==> config.mk <==
export PLATFORM = sky130hd
export DESIGN_NAME = stack_seq
export DESIGN_NICKNAME = d
export VERILOG_FILES = /design/src/rtl/stk_pkg.sv /design/src/rtl/stk_ctrl.sv /design/src/rtl/stk_ptr.sv /design/src/rtl/stk_dp.sv /design/src/rtl/stack_seq.sv
export SDC_FILE = /design/constraint.sdc
export NUM_CORES = 1
export LEC_CHECK = 0
export BUFFER_PORTS_ARGS = -buffer_cell sky130_fd_sc_hd__buf_2
export CAP_MARGIN = 30
export CELL_PAD_IN_SITES_DETAIL_PLACEMENT = 0
export CELL_PAD_IN_SITES_GLOBAL_PLACEMENT = 1
export CORE_ASPECT_RATIO = 0.9
export CORE_UTILIZATION = 36
export CTS_BUF_LIST = sky130_fd_sc_hd__clkbuf_16
export CTS_CLUSTER_SIZE = 30
export DETAILED_ROUTE_END_ITERATION = 16
export PLACE_DENSITY = 0.77
export SKIP_LAST_GASP = 1
export SYNTH_ARGS = -nofsm -noshare
export SYNTH_HDL_FRONTEND = slang
export SYNTH_SLANG_ARGS = --single-unit
==> constraint.sdc <==
create_clock -name clk -period 2.65 [get_ports clk]
set_input_delay 0.3975 -clock clk [delete_from_list [all_inputs] [get_ports clk]]
set_output_delay 0.3975 -clock clk [all_outputs]
set_load 0.05 [all_outputs]
==> src/rtl/stk_pkg.sv <==
package stk_pkg;

  localparam int DATA_W    = 8;
  localparam int ADDR_W    = 2 * DATA_W;
  localparam int IDX_W     = 3;
  localparam int CNT_W     = 3;
  localparam logic [DATA_W-1:0] PULL_MASK = 8'hCF;
  localparam logic [DATA_W-1:0] KEEP_MASK = 8'h30;
  localparam logic [DATA_W-1:0] BRK_SET   = 8'h10;
  localparam int NEG_BIT  = 7;
  localparam int ZERO_BIT = 1;

  typedef enum logic [2:0] {
    OP_PSHA = 3'd0, OP_PSHP = 3'd1, OP_PULA = 3'd2, OP_PULP = 3'd3,
    OP_CALL = 3'd4, OP_RTS  = 3'd5, OP_RTI  = 3'd6, OP_NONE = 3'd7
  } op_e;

  typedef enum logic [3:0] {
    ST_IDLE, ST_WR_A, ST_WR_P, ST_WR_PCH, ST_WR_PCL,
    ST_RD_A, ST_RD_P, ST_RD_PCL, ST_RD_PCH, ST_OP_L, ST_OP_H
  } act_e;

  function automatic logic [CNT_W-1:0] op_len(op_e o);
    case (o)
      OP_PSHA, OP_PSHP:         op_len = 3'd2;
      OP_PULA, OP_PULP:         op_len = 3'd3;
      OP_CALL, OP_RTS, OP_RTI:  op_len = 3'd5;
      default:                  op_len = 3'd0;
    endcase
  endfunction

  function automatic act_e step_act(op_e o, logic [IDX_W-1:0] idx);
    act_e a;
    a = ST_IDLE;
    case (o)
      OP_PSHA: if (idx == 3'd0) a = ST_WR_A;
      OP_PSHP: if (idx == 3'd0) a = ST_WR_P;
      OP_PULA: if (idx == 3'd0) a = ST_RD_A;
      OP_PULP: if (idx == 3'd0) a = ST_RD_P;
      OP_CALL: case (idx)
                 3'd1: a = ST_WR_PCH;
                 3'd2: a = ST_WR_PCL;
                 3'd3: a = ST_OP_L;
                 3'd4: a = ST_OP_H;
                 default: a = ST_IDLE;
               endcase
      OP_RTS:  case (idx)
                 3'd0: a = ST_RD_PCL;
                 3'd1: a = ST_RD_PCH;
                 default: a = ST_IDLE;
               endcase
      OP_RTI:  case (idx)
                 3'd0: a = ST_RD_P;
                 3'd3: a = ST_RD_PCL;
                 3'd4: a = ST_RD_PCH;
                 default: a = ST_IDLE;
               endcase
      default: a = ST_IDLE;
    endcase
    return a;
  endfunction

  function automatic logic is_push(act_e a);
    return (a == ST_WR_A) || (a == ST_WR_P) || (a == ST_WR_PCH) || (a == ST_WR_PCL);
  endfunction

  function automatic logic is_pull(act_e a);
    return (a == ST_RD_A) || (a == ST_RD_P) || (a == ST_RD_PCL) || (a == ST_RD_PCH);
  endfunction

endpackage

==> src/rtl/stk_ctrl.sv <==
module stk_ctrl
  import stk_pkg::*;
(
  input  logic             clk,
  input  logic             rst_n,
  input  logic             start,
  input  logic [2:0]       op_in,
  output logic             busy,
  output logic             done,
  output logic             load,
  output op_e              op_q,
  output act_e             act,
  output logic [CNT_W-1:0] cyc_count
);

  logic [IDX_W-1:0] idx;
  logic [CNT_W-1:0] len;

  assign load = start && !busy && (op_e'(op_in) != OP_NONE);
  assign len  = op_len(op_q);
  assign act  = busy ? step_act(op_q, idx) : ST_IDLE;

  always_ff @(posedge clk) begin
    if (!rst_n) begin
      busy      <= 1'b0;
      done      <= 1'b0;
      idx       <= '0;
      op_q      <= OP_NONE;
      cyc_count <= '0;
    end else begin
      done <= 1'b0;
      if (load) begin
        busy <= 1'b1;
        idx  <= '0;
        op_q <= op_e'(op_in);
      end else if (busy) begin
        if (idx == len - 3'd1) begin
          busy      <= 1'b0;
          done      <= 1'b1;
          cyc_count <= len;
        end else begin
          idx <= idx + 3'd1;
        end
      end
    end
  end

endmodule

==> src/rtl/stk_ptr.sv <==
module stk_ptr
  import stk_pkg::*;
#(
  parameter int          SP_W     = 8,
  parameter int          PAGE_W   = 8,
  parameter logic [7:0]  SP_RESET = 8'hFD,
  parameter logic [7:0]  PAGE     = 8'h01
)(
  input  logic                   clk,
  input  logic                   rst_n,
  input  act_e                   act,
  output logic [SP_W-1:0]        sp,
  output logic [SP_W+PAGE_W-1:0] stk_addr
);

  logic [SP_W-1:0] sp_inc;
  assign sp_inc   = sp + 1'b1;
  assign stk_addr = {PAGE[PAGE_W-1:0], is_pull(act) ? sp_inc : sp};

  always_ff @(posedge clk) begin
    if (!rst_n)              sp <= SP_RESET[SP_W-1:0];
    else if (is_push(act))   sp <= sp - 1'b1;
    else if (is_pull(act))   sp <= sp_inc;
  end

endmodule

==> src/rtl/stk_dp.sv <==
module stk_dp
  import stk_pkg::*;
#(
  parameter logic [7:0] STATUS_RESET = 8'h34
)(
  input  logic              clk,
  input  logic              rst_n,
  input  logic              load,
  input  logic [ADDR_W-1:0] pc_in,
  input  logic [DATA_W-1:0] status_in,
  input  logic [DATA_W-1:0] acc_in,
  input  act_e              act,
  input  op_e               op_q,
  input  logic [DATA_W-1:0] rdata,
  output logic [ADDR_W-1:0] pc,
  output logic [DATA_W-1:0] status,
  output logic [DATA_W-1:0] acc,
  output logic [DATA_W-1:0] wdata,
  output logic [ADDR_W-1:0] opnd_addr
);

  logic [DATA_W-1:0] lo_q;
  logic [ADDR_W-1:0] pc_p1;
  logic [DATA_W-1:0] pulled_status;
  logic [ADDR_W-1:0] joined;

  assign pc_p1         = pc + 1'b1;
  assign opnd_addr     = (act == ST_OP_H) ? pc_p1 : pc;
  assign pulled_status = (rdata & PULL_MASK) | (status & KEEP_MASK);
  assign joined        = {rdata, lo_q};

  always_comb begin
    case (act)
      ST_WR_A:   wdata = acc;
      ST_WR_P:   wdata = status | BRK_SET;
      ST_WR_PCH: wdata = pc_p1[ADDR_W-1:DATA_W];
      ST_WR_PCL: wdata = pc_p1[DATA_W-1:0];
      default:   wdata = '0;
    endcase
  end

  always_ff @(posedge clk) begin
    if (!rst_n) begin
      pc     <= '0;
      status <= STATUS_RESET;
      acc    <= '0;
      lo_q   <= '0;
    end else if (load) begin
      pc     <= pc_in;
      status <= status_in;
      acc    <= acc_in;
    end else begin
      case (act)
        ST_RD_A: begin
          acc                <= rdata;
          status[NEG_BIT]    <= rdata[DATA_W-1];
          status[ZERO_BIT]   <= (rdata == '0);
        end
        ST_RD_P:             status <= pulled_status;
        ST_RD_PCL, ST_OP_L:  lo_q   <= rdata;
        ST_RD_PCH:           pc     <= joined + {{(ADDR_W-1){1'b0}}, (op_q == OP_RTS)};
        ST_OP_H:             pc     <= joined;
        default: ;
      endcase
    end
  end

endmodule

==> src/rtl/stack_seq.sv <==
module stack_seq
  import stk_pkg::*;
#(
  parameter logic [7:0] SP_RESET     = 8'hFD,
  parameter logic [7:0] STATUS_RESET = 8'h34,
  parameter logic [7:0] STACK_PAGE   = 8'h01
)(
  input  logic              clk,
  input  logic              rst_n,
  input  logic              start,
  input  logic [2:0]        op,
  input  logic [ADDR_W-1:0] pc_in,
  input  logic [DATA_W-1:0] status_in,
  input  logic [DATA_W-1:0] acc_in,
  output logic              busy,
  output logic              done,
  output logic [ADDR_W-1:0] pc_out,
  output logic [DATA_W-1:0] status_out,
  output logic [DATA_W-1:0] acc_out,
  output logic [DATA_W-1:0] sp_out,
  output logic [CNT_W-1:0]  cyc_count,
  output logic              mem_req,
  output logic              mem_we,
  output logic [ADDR_W-1:0] mem_addr,
  output logic [DATA_W-1:0] mem_wdata,
  input  logic [DATA_W-1:0] mem_rdata
);

  logic              load;
  op_e               op_q;
  act_e              act;
  logic [ADDR_W-1:0] stk_addr;
  logic [ADDR_W-1:0] opnd_addr;

  stk_ctrl u_ctrl (
    .clk(clk), .rst_n(rst_n), .start(start), .op_in(op),
    .busy(busy), .done(done), .load(load), .op_q(op_q), .act(act),
    .cyc_count(cyc_count)
  );

  stk_ptr #(
    .SP_W(DATA_W), .PAGE_W(ADDR_W - DATA_W),
    .SP_RESET(SP_RESET), .PAGE(STACK_PAGE)
  ) u_ptr (
    .clk(clk), .rst_n(rst_n), .act(act), .sp(sp_out), .stk_addr(stk_addr)
  );

  stk_dp #(.STATUS_RESET(STATUS_RESET)) u_dp (
    .clk(clk), .rst_n(rst_n), .load(load),
    .pc_in(pc_in), .status_in(status_in), .acc_in(acc_in),
    .act(act), .op_q(op_q), .rdata(mem_rdata),
    .pc(pc_out), .status(status_out), .acc(acc_out),
    .wdata(mem_wdata), .opnd_addr(opnd_addr)
  );

  assign mem_req  = (act != ST_IDLE);
  assign mem_we   = is_push(act);
  assign mem_addr = (is_push(act) || is_pull(act)) ? stk_addr :
                    ((act == ST_OP_L) || (act == ST_OP_H)) ? opnd_addr : '0;

endmodule

# Word-level counts from Yosys, hierarchy flattened

Index checks and enable logic that the tools add are counted.

Bitwise operators: 5
Multiplexer cells: 29
Equal/unequal tests: 22
Add/subtract/negate cells: 6
Reductions and logical operators: 28

Operator list:

| operator                | count |
|---|---|
| $mux W16                | 4 |
| $mux W8                 | 5 |
| $pmux W16 S2            | 1 |
| $pmux W8 S4             | 1 |
| $pmux W4 S7             | 1 |
| $add A16 B1 Y16         | 1 |
| $add A16 B1 Y16 const B | 1 |
| $eq A4 B3 Y1 const B    | 4 |
| $pmux W4 S4             | 1 |
| $eq A3 B2 Y1 const B    | 4 |
| $eq A3 B3 Y1 const B    | 4 |
| $eq A4 B4 Y1 const B    | 3 |
| $pmux W4 S3             | 1 |
| $pmux W3 S3             | 1 |
| $add A8 B1 Y8 const B   | 1 |
| $eq A4 B2 Y1 const B    | 2 |
| $logic_not A8 Y1        | 1 |
| $logic_or A1 B1 Y1      | 8 |
| $or A8 B6 Y8            | 1 |
| $pmux W4 S2             | 1 |
| $reduce_or A2 Y1        | 4 |
| $sub A8 B1 Y8 const B   | 1 |
| $eq A3 B1 Y1 const B    | 2 |
| $logic_not A3 Y1        | 2 |
| other kinds (20)        | 35 |

Output and inout port bits: 71
Register bits after elaboration: 59
Input port bits: 46
Logic and storage cells: 101

# Depth between registers and ports, before layout

Depth in word-level cells: 10
Gate-level depth with buffers: 12
Mapped depth without buffers: 9

# Hierarchy

Synthesis repeated with hierarchy kept, for this count alone.

Cell total of the unflattened synthesis: 641
Area total of the unflattened synthesis: 5303.8 sq um

By module, submodules not included:

| module    | sequential area each (sq um) | area each (sq um) | instances | cells each |
|---|---|---|---|---|
| stk_dp    | 800.8                        | 2984.1            | 1         | 359 |
| stk_ctrl  | 220.2                        | 903.4             | 1         | 106 |
| stk_ptr   | 160.2                        | 795.8             | 1         | 93 |
| stack_seq | 0.0                          | 620.6             | 1         | 83 |

# Worst setup path before layout

No wires, ideal clock.

Path kind: register to output
Start point: register u_ctrl.idx[2]
End point: output port mem_addr[8]
Stages on the path, launching flop included: 9
Arrival time: 3188 ps
Data required time: 2253 ps
Setup slack: -936 ps
Buffers on the path: 1
Cells stage by stage: dfxtp_1 > buf_6 > inv_1 > ha_1 > and4b_1 > a32o_2 > a2111oi_4 > nand2_2 > o311ai_1

Word-level cells in the longest chain between the ends: 10
Elaborated cells between the ends (all ways): 35
Those cells by class: eq/ne: 14; mux: 12; reduce/logical: 9

RTL lines:

| item                                                       | line                         | text |
|---|---|---|
| start, declared                                            | stk_ctrl.sv:16               | `logic [IDX_W-1:0] idx;` |
| start signal, assigned                                     | stk_ctrl.sv:42               | `idx <= idx + 3'd1;` |
| $eq A3 B3 Y1, or another cell as far along                 | stk_pkg.sv:40, stk_pkg.sv:52 |  |
| $pmux W4 S4, or another cell as far along                  | stk_pkg.sv:40                | `OP_CALL: case (idx)` |
| $pmux W4 S7 (*)                                            | stk_pkg.sv:35                | `case (o)` |
| $mux W4 (*)                                                | stk_ctrl.sv:21               | `assign act = busy ? step_act(op_q, idx) : ST_IDLE;` |
| $eq A4 B1 Y1, or another cell as far along                 | stk_pkg.sv:64                | `return (a == ST_WR_A) \|\| (a == ST_WR_P) \|\| (a == ST_WR_PCH) \|\| (a == ST_WR_PCL);` |
| $logic_or A1 B1 Y1, on equally long branches (3 in series) | stk_pkg.sv:64, stk_pkg.sv:68 |  |
| $logic_or A1 B1 Y1                                         | stack_seq.sv:58              | `assign mem_addr = (is_push(act) \|\| is_pull(act)) ? stk_addr :` |
| $mux W16 (*)                                               | stack_seq.sv:58              |  |
| end, declared                                              | stack_seq.sv:24              | `output logic [ADDR_W-1:0] mem_addr,` |

Every way passes the cells marked *; elsewhere a longest branch is shown, timed or not.

# Worst setup path after layout

Start point: register u_ctrl.idx[0]
End point: output port mem_addr[7]

Word-level cells in the longest chain between the ends: 10
Elaborated cells between the ends (all ways): 36
Those cells by class: eq/ne: 14; mux: 13; reduce/logical: 9

RTL lines:

| item                                                       | line                         | text |
|---|---|---|
| $eq A3 B3 Y1, or another cell as far along                 | stk_pkg.sv:40, stk_pkg.sv:52 |  |
| $pmux W4 S4, or another cell as far along                  | stk_pkg.sv:40                |  |
| $pmux W4 S7 (*)                                            | stk_pkg.sv:35                |  |
| $mux W4 (*)                                                | stk_ctrl.sv:21               |  |
| $eq A4 B3 Y1, or another cell as far along                 | stk_pkg.sv:68                | `return (a == ST_RD_A) \|\| (a == ST_RD_P) \|\| (a == ST_RD_PCL) \|\| (a == ST_RD_PCH);` |
| $logic_or A1 B1 Y1, on equally long branches (3 in series) | stk_pkg.sv:68, stk_pkg.sv:64 |  |
| $mux W8 or $logic_or A1 B1 Y1 (tied branches)              | --                           |  |
| $mux W16 (*)                                               | stack_seq.sv:58              |  |

Marked as above.

==> impl_metrics.csv <==
group,metric,value,unit
drt,drt-total-wl,20300,um
drt,drt_iter0_drc,343,
clock_network,path_clk_slew,0.06,ns
placement,place_ws,-0.5048,ns
outcome,violations,"setup timing",
global_routing,grt_pass1_wl,30190,um
outcome,status,"finished, violations left",
worst_hold_path,hp-start,"status_in[5]",
sta,hold_violations,0,
global_routing,gr-total-overflow,0,
clock_network,cts_tree,"built",
critical_path,crit_fanout,6,
clock_network,cts.path.max_buffers,2,
global_routing,grt_max_degree,32,
critical_path,max_stage_delay,0.46,ns
sta,period_minus_slack,3.337,ns
flow_run,drv_cap,0,
sta,clock_skew,0.005030,ns
sta,setup_viol,68,
drt,drt_first_pass_iters,5,
yosys,synth.net_count,639,
placement,dpl.cell_count,952,
critical_path,crit_chain,"ha_4 -> ha_4 -> and4b_2 -> a32oi_4 -> buf_12 -> a211oi_4 -> nand4_1 -> mux2i_2 -> xnor2_2 -> o22ai_4 -> buf_6",
yosys,synth-edff-count,0,
yosys,yosysUniqueCellTypes,75,
sta,tightest_slew,0.7791,ns
critical_path,cp.required,2.25,ns
yosys,ys_ff_latch,59,
placement,globalplace.congestion,0.9263,
power_and_ir_drop,p_leak,3.465,nW
floorplanning,ioPinCount,117,
critical_path,cp.arrival,2.94,ns
power_and_ir_drop,vdd_drop_max,0.0005134,V
global_routing,grtUsageTotal,0.2980,
yosys,synth.largest_area_cell,"dfxtp_1",
layout,antennaDiodeCount,0,
sta,relSlewSlack,0.4800,
drt,vias,5824,
clock_network,htreeDepth,3,
yosys,synth_warnings,0,
layout,fillers,958,
floorplanning,die_h,109.7,um
yosys,ys.flop_type,"dfxtp_1",
critical_path,critPathLaunch,"u_ctrl.idx[0]",
power_and_ir_drop,pwr_density_cell,441.9,nW/um^2
critical_path,crit_slowest_cell,"a211oi_4",
worst_hold_path,hold_path.class,"in -> reg",
floorplanning,start_util,0.3764,
yosys,synth_area,4636,sq um
layout,multi_input_area,4332,sq um
yosys,yosys-top-cells-count,"59 x dfxtp_1, 59 x nand2_1, 54 x nor2_1, 32 x a21oi_1, 30 x o21ai_0",
clock_network,cts_buffers,9,
floorplanning,die_area,13340,sq um
drt,wire_per_inst,19.88,um
critical_path,reg2reg_from,"u_ctrl.idx[0]",
drt,viasPerCell,5.704,
floorplanning,die_x,121.6,um
clock_network,cts-root-buf,"clkbuf_16",
critical_path,endpoint_kind,"output port",
yosys,syn_area_per_cell,7.965,sq um
clock_network,cts_sinks,59,
layout,drive_gt1_frac,0.5528,
layout,syn2layout_area_growth,81.13,%
sta,fin_setup_tns,-21.50,ns
layout,register_area,1196,sq um
sta,drv_slew,0,
sta,fin_crit_sh,1.259,
yosys,yosysSeqAreaShare,0.2548,
critical_path,cpMostUsedCell,"ha_4",
yosys,yosys-top-cells-area,"dfxtp_1 25%, mux2i_1 5.2%, nand2_1 4.8%",
global_routing,grt_pass1_vias,5633,
sta,clock.fmax,0.2997,GHz
clock_network,ctsHoldBuffers,0,
global_routing,antenna_found_initial,0,
power_and_ir_drop,power.total,3.711,mW
floorplanning,core,12310,sq um
yosys,async_flop_share,0,
sta,hold_slack,0.2671,ns
layout,final_net_count,913,
sta,setup_ws,-0.6870,ns
drt,drc,0,
placement,io_buffers,116,
layout,final_cell_count_no_fill,1021,
critical_path,reg2reg_slack,-0.59,ns
clock_network,clk_latency,0.34,ns
yosys,syn_inst,582,
drt,ant_nets,0,
yosys,netlist.area_leader.share,0.2548,
sta,rsz0062_at_grt,"yes",
critical_path,critPathLaunchType,"register",
floorplanning,num_rows,38,
critical_path,crit_type,"reg -> out",
placement,dp_hpwl,14340,um
-- path summary, 6_finish.rpt --
kind | endpoint | depth (start not counted)
worst max register to register | u_ptr.sp[4] | 16
worst min-delay path | u_dp.status[5] | 3
worst min register to register | u_ctrl.cyc_count[1] | 2
worst max-delay path | mem_addr[7] | 11
-- per-stage QoR --
stage | area (sq um) | util
final | 8397 | 0.6819
after global routing | 8397 | 0.6819
after CTS | 8010 | 0.6505
after detailed placement | 6640 | 0.5392
after global placement | 6640 | 0.5392
after floorplan | 5062 | -
-- cell type report --
type                    instances  share of cell area
multi-input cells             480              0.5159
flip-flops and latches         59              0.1425
well taps                     160             0.02384
inverters                      10            0.004768
clock inverters                 7            0.008196
clock buffers                   9             0.02682
repair buffers                296              0.2781
-- per-layer routing --
metal	vias up	GRT usage	wire length (um)
met1	2845	0.3642	8690
met4	0	0.1261	729
li1	2704	-	-
met2	217	0.5223	9968
met5	-	0	0
met3	58	0.04357	913
-- critical path, delay by kind of cell, from the launching register on --
family                     cells  cell delay (ns)
and+or+nand+nor                2             0.52
xor gates and xnor gates       1             0.17
DFF                            1             0.36
adders and majority gates      2             0.30
buffers and inverters          2             0.32
muxes                          1             0.29
AOI/OAI and AO/OA              3             0.63
-- sequential cells by signal (all words and copies together) (netlist names) --
| signal | flops |
|---|---|
| u_dp.pc | 16 |
| u_ctrl.idx | 3 |
| u_ctrl.cyc_count | 3 |
| u_dp.acc | 8 |
| u_dp.lo_q | 8 |
| u_ctrl.busy | 1 |
| u_ctrl.done | 1 |
| u_dp.status | 8 |
| u_ptr.sp | 8 |
| u_ctrl.op_q | 3 |
-- cell usage in the layout (no fill, tap or decap), types with 6 or more instances in the layout --
cell / Yosys / final
buf_2: 5 / 90
xnor2_1: 22 / 17
o21ai_0: 30 / 9
a211oi_1: 11 / 10
nor2_1: 54 / 46
buf_6: 2 / 54
buf_8: 0 / 8
nor3_1: 14 / 11
dfxtp_1: 59 / 53
nand2b_1: 10 / 7
a21oi_4: 3 / 6
o21ai_4: 0 / 21
buf_12: 0 / 6
nor2_4: 0 / 11
ha_1: 11 / 6
nand3_1: 28 / 25
and3_1: 10 / 8
buf_4: 5 / 138
nand4_1: 9 / 9
inv_1: 10 / 7
a21oi_2: 3 / 7
clkbuf_16: 0 / 9
a22oi_2: 0 / 8
a21oi_1: 32 / 25
nand2_1: 59 / 53
xor2_1: 18 / 18
mux2i_1: 24 / 22
-- power by group --
| group | switching [mW] | internal (mW) | leakage [nW] |
|---|---|---|---|
| Combinational | 0.897 | 0.625 | 2.84 |
| Sequential | 0.0647 | 0.944 | 0.485 |
| Clock | 0.457 | 0.724 | 0.144 |
-- what timing repair did --
item | in CTS | in global routing
setup endpoints to repair | 66 | 78
buffers inserted | 41 | 13
pin swaps | 51 | 37
cloned | 1 | 0
gates resized for setup | 162 | 63
-- cell families (layout without fill, tap and decap cells) --
| family | after synthesis | after routing | synth area share |
|---|---|---|---|
| buffers and inverters | 43 | 322 | 0.04346 |
| xor gates and xnor gates | 40 | 40 | 0.07557 |
| and+or+nand+nor | 229 | 229 | 0.2494 |
| DFF | 59 | 59 | 0.2548 |
| AOI/OAI and AO/OA | 167 | 167 | 0.2734 |
| muxes | 33 | 33 | 0.07368 |
| adders and majority gates | 11 | 11 | 0.02969 |
Note: power is estimated with default switching activity, not from simulation.
